### src/rtl/vram_rect_pkg.sv
package vram_rect_pkg;

  typedef enum logic {
    DIR_WRITE = 1'b0,
    DIR_READ  = 1'b1
  } xfer_dir_e;

  localparam int PIX_PER_WORD = 2;

endpackage

### src/rtl/vram_rect_cursor.sv
module vram_rect_cursor #(
  parameter int COL_W = 10,
  parameter int ROW_W = 9,
  parameter int EXT_W = 16
) (
  input  logic             clk,
  input  logic             rst_n,
  input  logic             load,
  input  logic [COL_W-1:0] ld_x,
  input  logic [ROW_W-1:0] ld_y,
  input  logic [EXT_W-1:0] ld_w,
  input  logic [EXT_W-1:0] ld_h,
  input  logic             step,
  output logic [COL_W-1:0] col,
  output logic [ROW_W-1:0] row,
  output logic             busy,
  output logic             last_px
);

  logic [COL_W-1:0] x0_q;
  logic [ROW_W-1:0] y_q;
  logic [EXT_W-1:0] w_q;
  logic [EXT_W-1:0] off_q;
  logic [EXT_W-1:0] hrem_q;
  logic [EXT_W-1:0] off_nxt;
  logic             row_end;

  assign off_nxt = off_q + EXT_W'(1);
  assign row_end = (off_nxt == w_q);
  assign busy    = (hrem_q != '0);
  assign last_px = busy && row_end && (hrem_q == EXT_W'(1));
  // column wraps by truncation of the sum
  assign col     = x0_q + off_q[COL_W-1:0];
  assign row     = y_q;

  always_ff @(posedge clk or negedge rst_n) begin
    if (!rst_n) begin
      x0_q   <= '0;
      y_q    <= '0;
      w_q    <= '0;
      off_q  <= '0;
      hrem_q <= '0;
    end else if (load) begin
      x0_q   <= ld_x;
      y_q    <= ld_y;
      w_q    <= ld_w;
      off_q  <= '0;
      hrem_q <= (ld_w == '0) ? '0 : ld_h;
    end else if (step && busy) begin
      if (row_end) begin
        off_q  <= '0;
        y_q    <= y_q + ROW_W'(1);
        hrem_q <= hrem_q - EXT_W'(1);
      end else begin
        off_q  <= off_nxt;
      end
    end
  end

endmodule

### src/rtl/vram_rect_unpack.sv
module vram_rect_unpack #(
  parameter int PIX_W = 16
) (
  input  logic               clk,
  input  logic               rst_n,
  input  logic               clear,
  input  logic               active,
  input  logic               last_px,
  input  logic               in_valid,
  input  logic [2*PIX_W-1:0] in_data,
  output logic               in_ready,
  output logic               px_fire,
  output logic [PIX_W-1:0]   px_data
);

  logic [2*PIX_W-1:0] word_q;
  logic [1:0]         npx_q;
  logic               accept;

  assign px_fire  = active && (npx_q != 2'd0);
  assign in_ready = active && ((npx_q == 2'd0) || ((npx_q == 2'd1) && !last_px));
  assign accept   = in_valid && in_ready;
  assign px_data  = word_q[PIX_W-1:0];

  always_ff @(posedge clk or negedge rst_n) begin
    if (!rst_n) begin
      word_q <= '0;
      npx_q  <= 2'd0;
    end else if (clear) begin
      npx_q  <= 2'd0;
    end else if (accept) begin
      word_q <= in_data;
      npx_q  <= 2'd2;
    end else if (px_fire) begin
      if (last_px) begin
        npx_q  <= 2'd0;
      end else begin
        npx_q  <= npx_q - 2'd1;
        word_q <= word_q >> PIX_W;
      end
    end
  end

endmodule

### src/rtl/vram_rect_pack.sv
module vram_rect_pack #(
  parameter int PIX_W = 16
) (
  input  logic               clk,
  input  logic               rst_n,
  input  logic               clear,
  input  logic               active,
  input  logic               last_px,
  input  logic [PIX_W-1:0]   px_rdata,
  output logic               px_take,
  output logic               word_emit,
  output logic               out_valid,
  input  logic               out_ready,
  output logic [2*PIX_W-1:0] out_data
);

  logic               have_lo_q;
  logic [PIX_W-1:0]   lo_q;
  logic               ov_q;
  logic [2*PIX_W-1:0] od_q;
  logic               slot_ok;
  logic               completes;

  assign slot_ok   = !ov_q || out_ready;
  assign completes = have_lo_q || last_px;
  assign px_take   = active && (!completes || slot_ok);
  assign word_emit = px_take && completes;
  assign out_valid = ov_q;
  assign out_data  = od_q;

  always_ff @(posedge clk or negedge rst_n) begin
    if (!rst_n) begin
      have_lo_q <= 1'b0;
      lo_q      <= '0;
      ov_q      <= 1'b0;
      od_q      <= '0;
    end else if (clear) begin
      have_lo_q <= 1'b0;
      ov_q      <= 1'b0;
    end else if (word_emit) begin
      ov_q      <= 1'b1;
      od_q      <= have_lo_q ? {px_rdata, lo_q} : {{PIX_W{1'b0}}, px_rdata};
      have_lo_q <= 1'b0;
    end else begin
      if (ov_q && out_ready) ov_q <= 1'b0;
      if (px_take) begin
        have_lo_q <= 1'b1;
        lo_q      <= px_rdata;
      end
    end
  end

endmodule

### src/rtl/vram_rect_seq.sv
module vram_rect_seq
  import vram_rect_pkg::*;
#(
  parameter int COLS  = 1024,
  parameter int ROWS  = 512,
  parameter int EXT_W = 16,
  parameter int PIX_W = 16
) (
  input  logic                              clk,
  input  logic                              rst_n,
  input  logic                              start,
  input  logic                              start_read,
  input  logic [PIX_PER_WORD*PIX_W-1:0]     pos_word,
  input  logic [PIX_PER_WORD*PIX_W-1:0]     size_word,
  input  logic                              in_valid,
  output logic                              in_ready,
  input  logic [PIX_PER_WORD*PIX_W-1:0]     in_data,
  output logic                              out_valid,
  input  logic                              out_ready,
  output logic [PIX_PER_WORD*PIX_W-1:0]     out_data,
  output logic [$clog2(COLS)-1:0]           px_x,
  output logic [$clog2(ROWS)-1:0]           px_y,
  output logic                              px_we,
  output logic                              px_re,
  output logic [PIX_W-1:0]                  px_wdata,
  input  logic [PIX_W-1:0]                  px_rdata,
  output logic                              done,
  output logic                              anomaly,
  output logic [2*EXT_W-1:0]                word_count
);

  localparam int COL_W  = $clog2(COLS);
  localparam int ROW_W  = $clog2(ROWS);
  localparam int WORD_W = PIX_PER_WORD * PIX_W;
  localparam int HI_LSB = WORD_W / 2;
  localparam int CNT_W  = 2 * EXT_W;

  xfer_dir_e        dir_q;
  logic             busy;
  logic             last_px;
  logic             wr_active;
  logic             rd_active;
  logic             wr_fire;
  logic             rd_take;
  logic             word_emit;
  logic             anomaly_q;
  logic [CNT_W-1:0] wcnt_q;
  logic             unused_pos_bits;

  assign unused_pos_bits = ^{pos_word[WORD_W-1:HI_LSB+ROW_W], pos_word[HI_LSB-1:COL_W]};

  assign wr_active = busy && (dir_q == DIR_WRITE) && !start;
  assign rd_active = busy && (dir_q == DIR_READ) && !start;

  vram_rect_cursor #(
    .COL_W(COL_W),
    .ROW_W(ROW_W),
    .EXT_W(EXT_W)
  ) u_cursor (
    .clk     (clk),
    .rst_n   (rst_n),
    .load    (start),
    .ld_x    (pos_word[COL_W-1:0]),
    .ld_y    (pos_word[HI_LSB +: ROW_W]),
    .ld_w    (size_word[EXT_W-1:0]),
    .ld_h    (size_word[HI_LSB +: EXT_W]),
    .step    (wr_fire || rd_take),
    .col     (px_x),
    .row     (px_y),
    .busy    (busy),
    .last_px (last_px)
  );

  vram_rect_unpack #(
    .PIX_W(PIX_W)
  ) u_unpack (
    .clk      (clk),
    .rst_n    (rst_n),
    .clear    (start),
    .active   (wr_active),
    .last_px  (last_px),
    .in_valid (in_valid),
    .in_data  (in_data),
    .in_ready (in_ready),
    .px_fire  (wr_fire),
    .px_data  (px_wdata)
  );

  vram_rect_pack #(
    .PIX_W(PIX_W)
  ) u_pack (
    .clk       (clk),
    .rst_n     (rst_n),
    .clear     (start),
    .active    (rd_active),
    .last_px   (last_px),
    .px_rdata  (px_rdata),
    .px_take   (rd_take),
    .word_emit (word_emit),
    .out_valid (out_valid),
    .out_ready (out_ready),
    .out_data  (out_data)
  );

  always_ff @(posedge clk or negedge rst_n) begin
    if (!rst_n) begin
      dir_q     <= DIR_WRITE;
      anomaly_q <= 1'b0;
      wcnt_q    <= '0;
    end else begin
      anomaly_q <= start && busy;
      if (start) begin
        dir_q  <= start_read ? DIR_READ : DIR_WRITE;
        wcnt_q <= '0;
      end else if ((in_valid && in_ready) || word_emit) begin
        wcnt_q <= wcnt_q + CNT_W'(1);
      end
    end
  end

  assign px_we      = wr_fire;
  assign px_re      = rd_take;
  assign done       = !busy;
  assign anomaly    = anomaly_q;
  assign word_count = wcnt_q;

endmodule

### config.mk
export PLATFORM = sky130hd
export DESIGN_NAME = vram_rect_seq
export DESIGN_NICKNAME = d
export VERILOG_FILES = /design/src/rtl/vram_rect_pkg.sv /design/src/rtl/vram_rect_cursor.sv /design/src/rtl/vram_rect_unpack.sv /design/src/rtl/vram_rect_pack.sv /design/src/rtl/vram_rect_seq.sv
export SDC_FILE = /design/constraint.sdc
export NUM_CORES = 1
export LEC_CHECK = 0
export BUFFER_PORTS_ARGS = -buffer_cell sky130_fd_sc_hd__buf_2
export CAP_MARGIN = 15
export CORE_MARGIN = 3
export CORE_UTILIZATION = 30
export CTS_BUF_LIST = sky130_fd_sc_hd__clkbuf_8
export DETAILED_ROUTE_END_ITERATION = 6
export PLACE_DENSITY = 0.53
export SETUP_SLACK_MARGIN = 0.4
export SLEW_MARGIN = 15
export SYNTH_ARGS = -nofsm -noshare
export SYNTH_HDL_FRONTEND = slang
export SYNTH_SLANG_ARGS = --single-unit
### constraint.sdc
create_clock -name clk -period 6.9 [get_ports clk]
set_input_delay 0.69 -clock clk [delete_from_list [all_inputs] [get_ports clk]]
set_output_delay 0.69 -clock clk [all_outputs]
set_load 0.02 [all_outputs]
# --- Yosys cells after proc, flatten, opt, wreduce, memory -nomap -nowiden ---
# Cells that the tools add are included.
# W data, S select, Z words.
op_classes:
  muxes: 27
  bitwise_logic: 3
  eq_ne: 4
  reduce_logical: 41
  n_addsub: 6
op_table:
  columns: ["op", "count"]
  rows:
  - ["$mux W32", 6]
  - ["$mux W16", 7]
  - ["$add A32 B1 Y32 const B", 1]
  - ["$mux W9", 3]
  - ["$add A16 B1 Y16 const B", 1]
  - ["$eq A16 B1 Y1 const B", 1]
  - ["$eq A16 B16 Y1", 1]
  - ["$logic_not A16 Y1", 1]
  - ["$reduce_bool A16 Y1", 1]
  - ["$sub A16 B1 Y16 const B", 1]
  - ["$logic_and A1 B1 Y1", 15]
  - ["$add A10 B10 Y10", 1]
  - ["$reduce_bool A2 Y1", 5]
  - ["$add A9 B1 Y9 const B", 1]
  - ["$reduce_bool A3 Y1", 3]
  - ["$mux W2", 4]
  - ["$mux W1", 7]
  - ["$logic_or A1 B1 Y1", 6]
  - ["$reduce_and A3 Y1", 2]
  - ["$logic_not A1 Y1", 5]
  - ["$reduce_and A2 Y1", 2]
  - ["$not A1 Y1", 3]
  - ["$eq A2 B1 Y1 const B", 1]
  - ["$logic_not A2 Y1", 1]
  - ["other kinds (2)", 2]
totals:
  elab_cells: 95
  output_inout_bits: 105
  ff_bits: 185

# --- Depth between registers and ports, before layout ---
logic_depth:
  ltp_word: 12
  depth_mapped: 14
  depth_no_buf: 11

# --- By module ---
# From an unflattened synthesis, not the netlist that was laid out.
hier_totals:
  cells_unflattened: 967
  area_unflattened_um2: 10252.3
modules_own_cells:
  columns: ["module", "area_per_inst_um2", "n_inst", "seq_area_each_um2", "cells_per_inst"]
  rows:
  - ["vram_rect_cursor", 4383.0, 1, 1676.6, 476]
  - ["vram_rect_pack", 2287.2, 1, 1251.2, 169]
  - ["vram_rect_seq", 1848.0, 1, 850.8, 197]
  - ["vram_rect_unpack", 1734.2, 1, 850.8, 125]

# --- Worst setup path after synthesis ---
# OpenSTA, ideal clock, no wires.
synth_timing:
  kind: "flip-flop to output port"
  startpoint: "register u_cursor.hrem_q[9]"
  endpoint: "output port in_ready"
  path_stages_with_launch: 9
  path_buffers: 1
  path_slack_ns: 3.607
  arrival_time_ns: 2.603
  path_cell_list: "dfrtp_1 -> or4_4 -> or4b_4 -> nor3_2 -> nand4_1 -> or4_1 -> buf_2 -> a21oi_1 -> nor2_1"
synth_between:
  elab_chain_cells: 7
  word_cells_on_any_way: 10
  classes_between: "eq/ne: 1; reduce/logical: 9"
synth_lines:
  columns: ["element", "line_no", "text"]
  rows:
  - ["from (decl)", "vram_rect_cursor.sv:24", "logic [EXT_W-1:0] hrem_q;"]
  - ["from (signal assigned)", "vram_rect_cursor.sv:48", "hrem_q <= (ld_w == '0) ? '0 : ld_h;"]
  - ["from (signal assigned)", "vram_rect_cursor.sv:53", "hrem_q <= hrem_q - EXT_W'(1);"]
  - ["$reduce_bool A16 Y1", "vram_rect_cursor.sv:30", "assign busy = (hrem_q != '0);"]
  - ["$logic_and A1 B1 Y1 (2 in series)", "vram_rect_cursor.sv:31", "assign last_px = busy && row_end && (hrem_q == EXT_W'(1));"]
  - ["$logic_not A1 Y1", "vram_rect_unpack.sv:21", "assign in_ready = active && ((npx_q == 2'd0) || ((npx_q == 2'd1) && !last_px));"]
  - ["$logic_and A1 B1 Y1", "vram_rect_unpack.sv:21", null]
  - ["$logic_or A1 B1 Y1", "vram_rect_unpack.sv:21", null]
  - ["$logic_and A1 B1 Y1 (*)", "vram_rect_unpack.sv:21", null]
  - ["to (decl)", "vram_rect_seq.sv:16", "output logic in_ready,"]
# Mark *: on every way between the ends. The rest lies on a longest branch, timed or not.

# --- Final worst setup path ---
layout_timing:
  startpoint: "register u_cursor.off_q[0]"
  endpoint: "register u_cursor.off_q[2]"
layout_between:
  elab_chain_cells: 11
  word_cells_on_any_way: 14
  classes_between: "add/sub: 1; eq/ne: 1; mux: 3; reduce/logical: 9"
layout_lines:
  columns: ["element", "line_no", "text"]
  rows:
  - ["from (decl)", "vram_rect_cursor.sv:23", "logic [EXT_W-1:0] off_q;"]
  - ["from (signal assigned)", "vram_rect_cursor.sv:55", "off_q <= off_nxt;"]
  - ["$add A16 B1 Y16 (*)", "vram_rect_cursor.sv:28", "assign off_nxt = off_q + EXT_W'(1);"]
  - ["$eq A16 B16 Y1", "vram_rect_cursor.sv:29", "assign row_end = (off_nxt == w_q);"]
  - ["$logic_and A1 B1 Y1 (2 in series)", "vram_rect_cursor.sv:31", null]
  - ["$logic_or A1 B1 Y1", "vram_rect_pack.sv:25", "assign completes = have_lo_q || last_px;"]
  - ["$logic_not A1 Y1", "vram_rect_pack.sv:26", "assign px_take = active && (!completes || slot_ok);"]
  - ["$logic_or A1 B1 Y1", "vram_rect_pack.sv:26", null]
  - ["$logic_and A1 B1 Y1", "vram_rect_pack.sv:26", null]
  - ["$logic_or A1 B1 Y1", "vram_rect_seq.sv:67", ".step (wr_fire || rd_take),"]
  - ["$logic_and A1 B1 Y1", "vram_rect_cursor.sv:49", "end else if (step && busy) begin"]
  - ["$reduce_bool A2 Y1 (no line)", null, null]
# Mark *: on every way between the ends. The rest lies on a longest branch, timed or not. The select of a mux whose other input is x is not followed.
# A chain may end at the register's enable or synchronous reset.

==> flow_summary.json <==
{
  "status": "completed",
  "pwr-share-seq_pct": 47.0,
  "drc": 0,
  "finalWirelength_mm": 26.7,
  "p_int_uw": 1950,
  "maxSlewViolCount": 0,
  "cp-startpoint": "u_cursor.off_q[0]",
  "period_needed_ns": 4.41,
  "post_drt_wl_per_cell_um": 16.1,
  "gp_congestion": 0.785,
  "r2r_cells": 9,
  "power_density_nw_per_um2": 262,
  "h-tree-depth": 4,
  "worst_pin_slew_ns": 0.874,
  "worst_path_max_delay_cell": "o311a_1",
  "crit_fanout": 19,
  "clk_pin_slew_worst_paths_ns": 0.09,
  "r2r-start": "u_cursor.off_q[0]",
  "rsz0062_at_grt": "no",
  "grt_util_all_layers_pct": 15.0,
  "cts_sinks": 185,
  "cp-start-kind": "flip-flop",
  "min_path_type": "primary input to async pin",
  "drive_above_1_share_pct": 26.5,
  "stdcell_count": 1660,
  "critPathMostFrequentCell": "and3_1",
  "required_ns": 7.23,
  "grt_pass1_wl_mm": 42.9,
  "dieArea_um2": 35500,
  "clock.fmax_ghz": 0.227,
  "max_stage_delay_ns": 0.70,
  "io_pins": 223,
  "via_per_inst": 4.89,
  "syn_to_final_growth_pct": 16.8,
  "synth_edf_count": 0,
  "avgSynthCellArea_um2": 9.60,
  "dp_hpwl_mm": 18.4,
  "vias": 8121,
  "root_buffer": "clkbuf_8",
  "first_pass_iters": 5,
  "fill_cells": 3446,
  "peakVddDrop_mv": 0.143,
  "synth.most_common_cell": "dfrtp_1",
  "port_buffers": 209,
  "nets": 1339,
  "netlist.area_leader.share_pct": 46.4,
  "clk_latency_ns": 0.49,
  "switching_share_pct": 36.2,
  "post-cts-setup-buffers": 0,
  "critical_path_class": "flip-flop to flip-flop",
  "path_depth": 9,
  "setup_viol": 0,
  "power.share.clock_pct": 24.4,
  "cts_buffer_depth": 2,
  "switchingPower_uw": 1100,
  "dp_slack_ns": 2.44,
  "cap_violations": 0,
  "hold_buffers": 0,
  "hold_violations": 0,
  "async_reset_ff_share_pct": 100,
  "die_w_um": 188,
  "dominantRegCellSynth": "dfrtp_1",
  "synthTopCellsByArea": "dfrtp_1 (46%), mux2_2 (6.2%), nand2_1 (5.7%), mux2i_1 (3.9%), o21ai_0 (3.6%)",
  "fin_tns_setup_ns": 0,
  "critPathCaptureType": "flip-flop",
  "syn-num-nets": 1175,
  "place_inst": 1627,
  "cts_tree": "built",
  "p_leak_uw": 0.00545,
  "path_buf_inv": 0,
  "cts_buffers": 17,
  "ys_ff_latch": 185,
  "antenna_found_initial": 2,
  "grt.overflow.total": 0,
  "synth_common_cells": "dfrtp_1 (185), nand2_1 (152), o21ai_0 (72)",
  "start_util_pct": 30.5,
  "syn_inst": 1040,
  "grt_max_degree": 76,
  "synth_area_um2": 9980,
  "cp_data_arrival_time_ns": 4.74,
  "yosys_warnings": 0,
  "fin_worst_skew_ns": 0.0250,
  "crit_end": "u_cursor.off_q[2]",
  "fin_ws_ns": 2.49,
  "r2r-end": "u_cursor.off_q[2]",
  "comb_power_share_pct": 28.5,
  "crit_family": "simple AND/OR/NAND/NOR gates",
  "postCtsResizedCells": 0,
  "ys_types": 70,
  "die_y_um": 188,
  "ant_nets": 0,
  "ff2ff_setup_slack_ns": 2.49,
  "crit_chain": "ha_1 -> and3_1 -> and3_1 -> o311ai_0 -> nand2_1 -> nor4_2 -> o311a_1 -> nand2b_1 -> o21ai_0",
  "yosys.area.top_type": "dfrtp_1",
  "grt_pass1_vias": 7902,
  "maxSlewHeadroom_pct": 41.5,
  "core_area_um2": 32700,
  "rows": 66,
  "ys_seq_area_share_pct": 46.4,
  "period_share_pct": 63.9,
  "drt_iter0_drc": 373
}
per-layer routing:
layer / track usage [%] / vias to the layer above / wire [um]
met5: 0 / - / 7
met4: 3.84 / 2 / 314
met3: 3.31 / 18 / 1400
met2: 23.1 / 210 / 11900
met1: 21.3 / 3886 / 13100
li1: - / 4005 / -
cell usage in the layout (no fill, tap or decap), types with 18 or more instances in the layout:
| cell type | count |
|---|---|
| nand2_1 | 152 |
| buf_2 | 207 |
| mux2i_1 | 39 |
| nor2b_1 | 19 |
| nand4_1 | 22 |
| xor2_1 | 28 |
| o21ai_1 | 32 |
| nor3_1 | 21 |
| mux2_2 | 55 |
| nor2_1 | 48 |
| clkbuf_8 | 21 |
| o21ai_0 | 72 |
| inv_1 | 26 |
| a21oi_1 | 22 |
| nand3_1 | 52 |
| and3_1 | 18 |
| dfrtp_1 | 185 |
sequential cells by signal, indices dropped and copies added (netlist names):
name / flops
u_cursor.w_q: 16
u_pack.have_lo_q: 1
u_pack.out_valid: 1
anomaly: 1
u_cursor.off_q: 16
u_cursor.row: 9
word_count: 32
u_cursor.hrem_q: 16
u_unpack.npx_q: 2
u_pack.out_data: 32
u_cursor.x0_q: 10
dir_q: 1
u_unpack.word_q: 32
u_pack.lo_q: 16
logic make-up (layout without fill, tap and decap cells):
family / count (synthesis) / in the layout / share of synthesized area (%)
AND/OR/NAND/NOR: 396 / 396 / 19.8
AO/OA/AOI/OAI: 203 / 203 / 12.4
flip-flops: 185 / 185 / 46.4
buffers and inverters: 99 / 276 / 5.08
multiplexers: 95 / 95 / 10.2
XOR/XNOR: 45 / 45 / 3.95
adder cells (fa/ha/maj): 17 / 17 / 2.21
other: 0 / 1 / 0
power groups by stage:
stage / Clock [uW] / Combinational (uW) / Sequential (uW)
after floorplan: 0 / 554 / 1530
after CTS: 789 / 886 / 1440
final: 746 / 870 / 1430
after global routing: 831 / 968 / 1460
after global placement: 0 / 870 / 1450
after detailed placement: 0 / 883 / 1460
stage by stage:
| stage | utilization, % | total power, uW | cell area (um^2) | hold slack, ns |
|---|---|---|---|---|
| after floorplan | - | 2080 | 9980 | 0.394 |
| after global placement | 34.5 | 2320 | 11300 | 0.447 |
| after detailed placement | 34.5 | 2340 | 11300 | 0.452 |
| after CTS | 35.7 | 3110 | 11700 | 0.195 |
| after global routing | 35.7 | 3260 | 11700 | 0.206 |
| final | 35.7 | 3050 | 11700 | 0.208 |
cell type report:
cell class                      count  area, um^2  share of cell area [%]
Clock buffer                       20         275                    2.36
Timing Repair Buffer              219        1130                    9.71
Sequential cell                   185        4630                    39.7
Tap cell                          442         553                    4.74
Inverter                           25        93.8                   0.805
Antenna cell                        1        2.50                  0.0215
Clock inverter                     12         114                   0.976
Multi-Input combinational cell    756        4860                    41.7
worst min path at each step:
stage               cells past startpoint                   to                 from  slack (ns)
detailed placement                      2  u_pack.out_data[29]  u_pack.out_data[29]        0.45
floorplan                               0              anomaly                rst_n        0.39
global placement                        2  u_pack.out_data[22]  u_pack.out_data[22]        0.45
CTS                                     1       word_count[24]                rst_n        0.19
global route                            1       word_count[25]                rst_n        0.21
finish                                  1       word_count[26]                rst_n        0.21
Note: power is estimated with default switching activity, not from simulation.
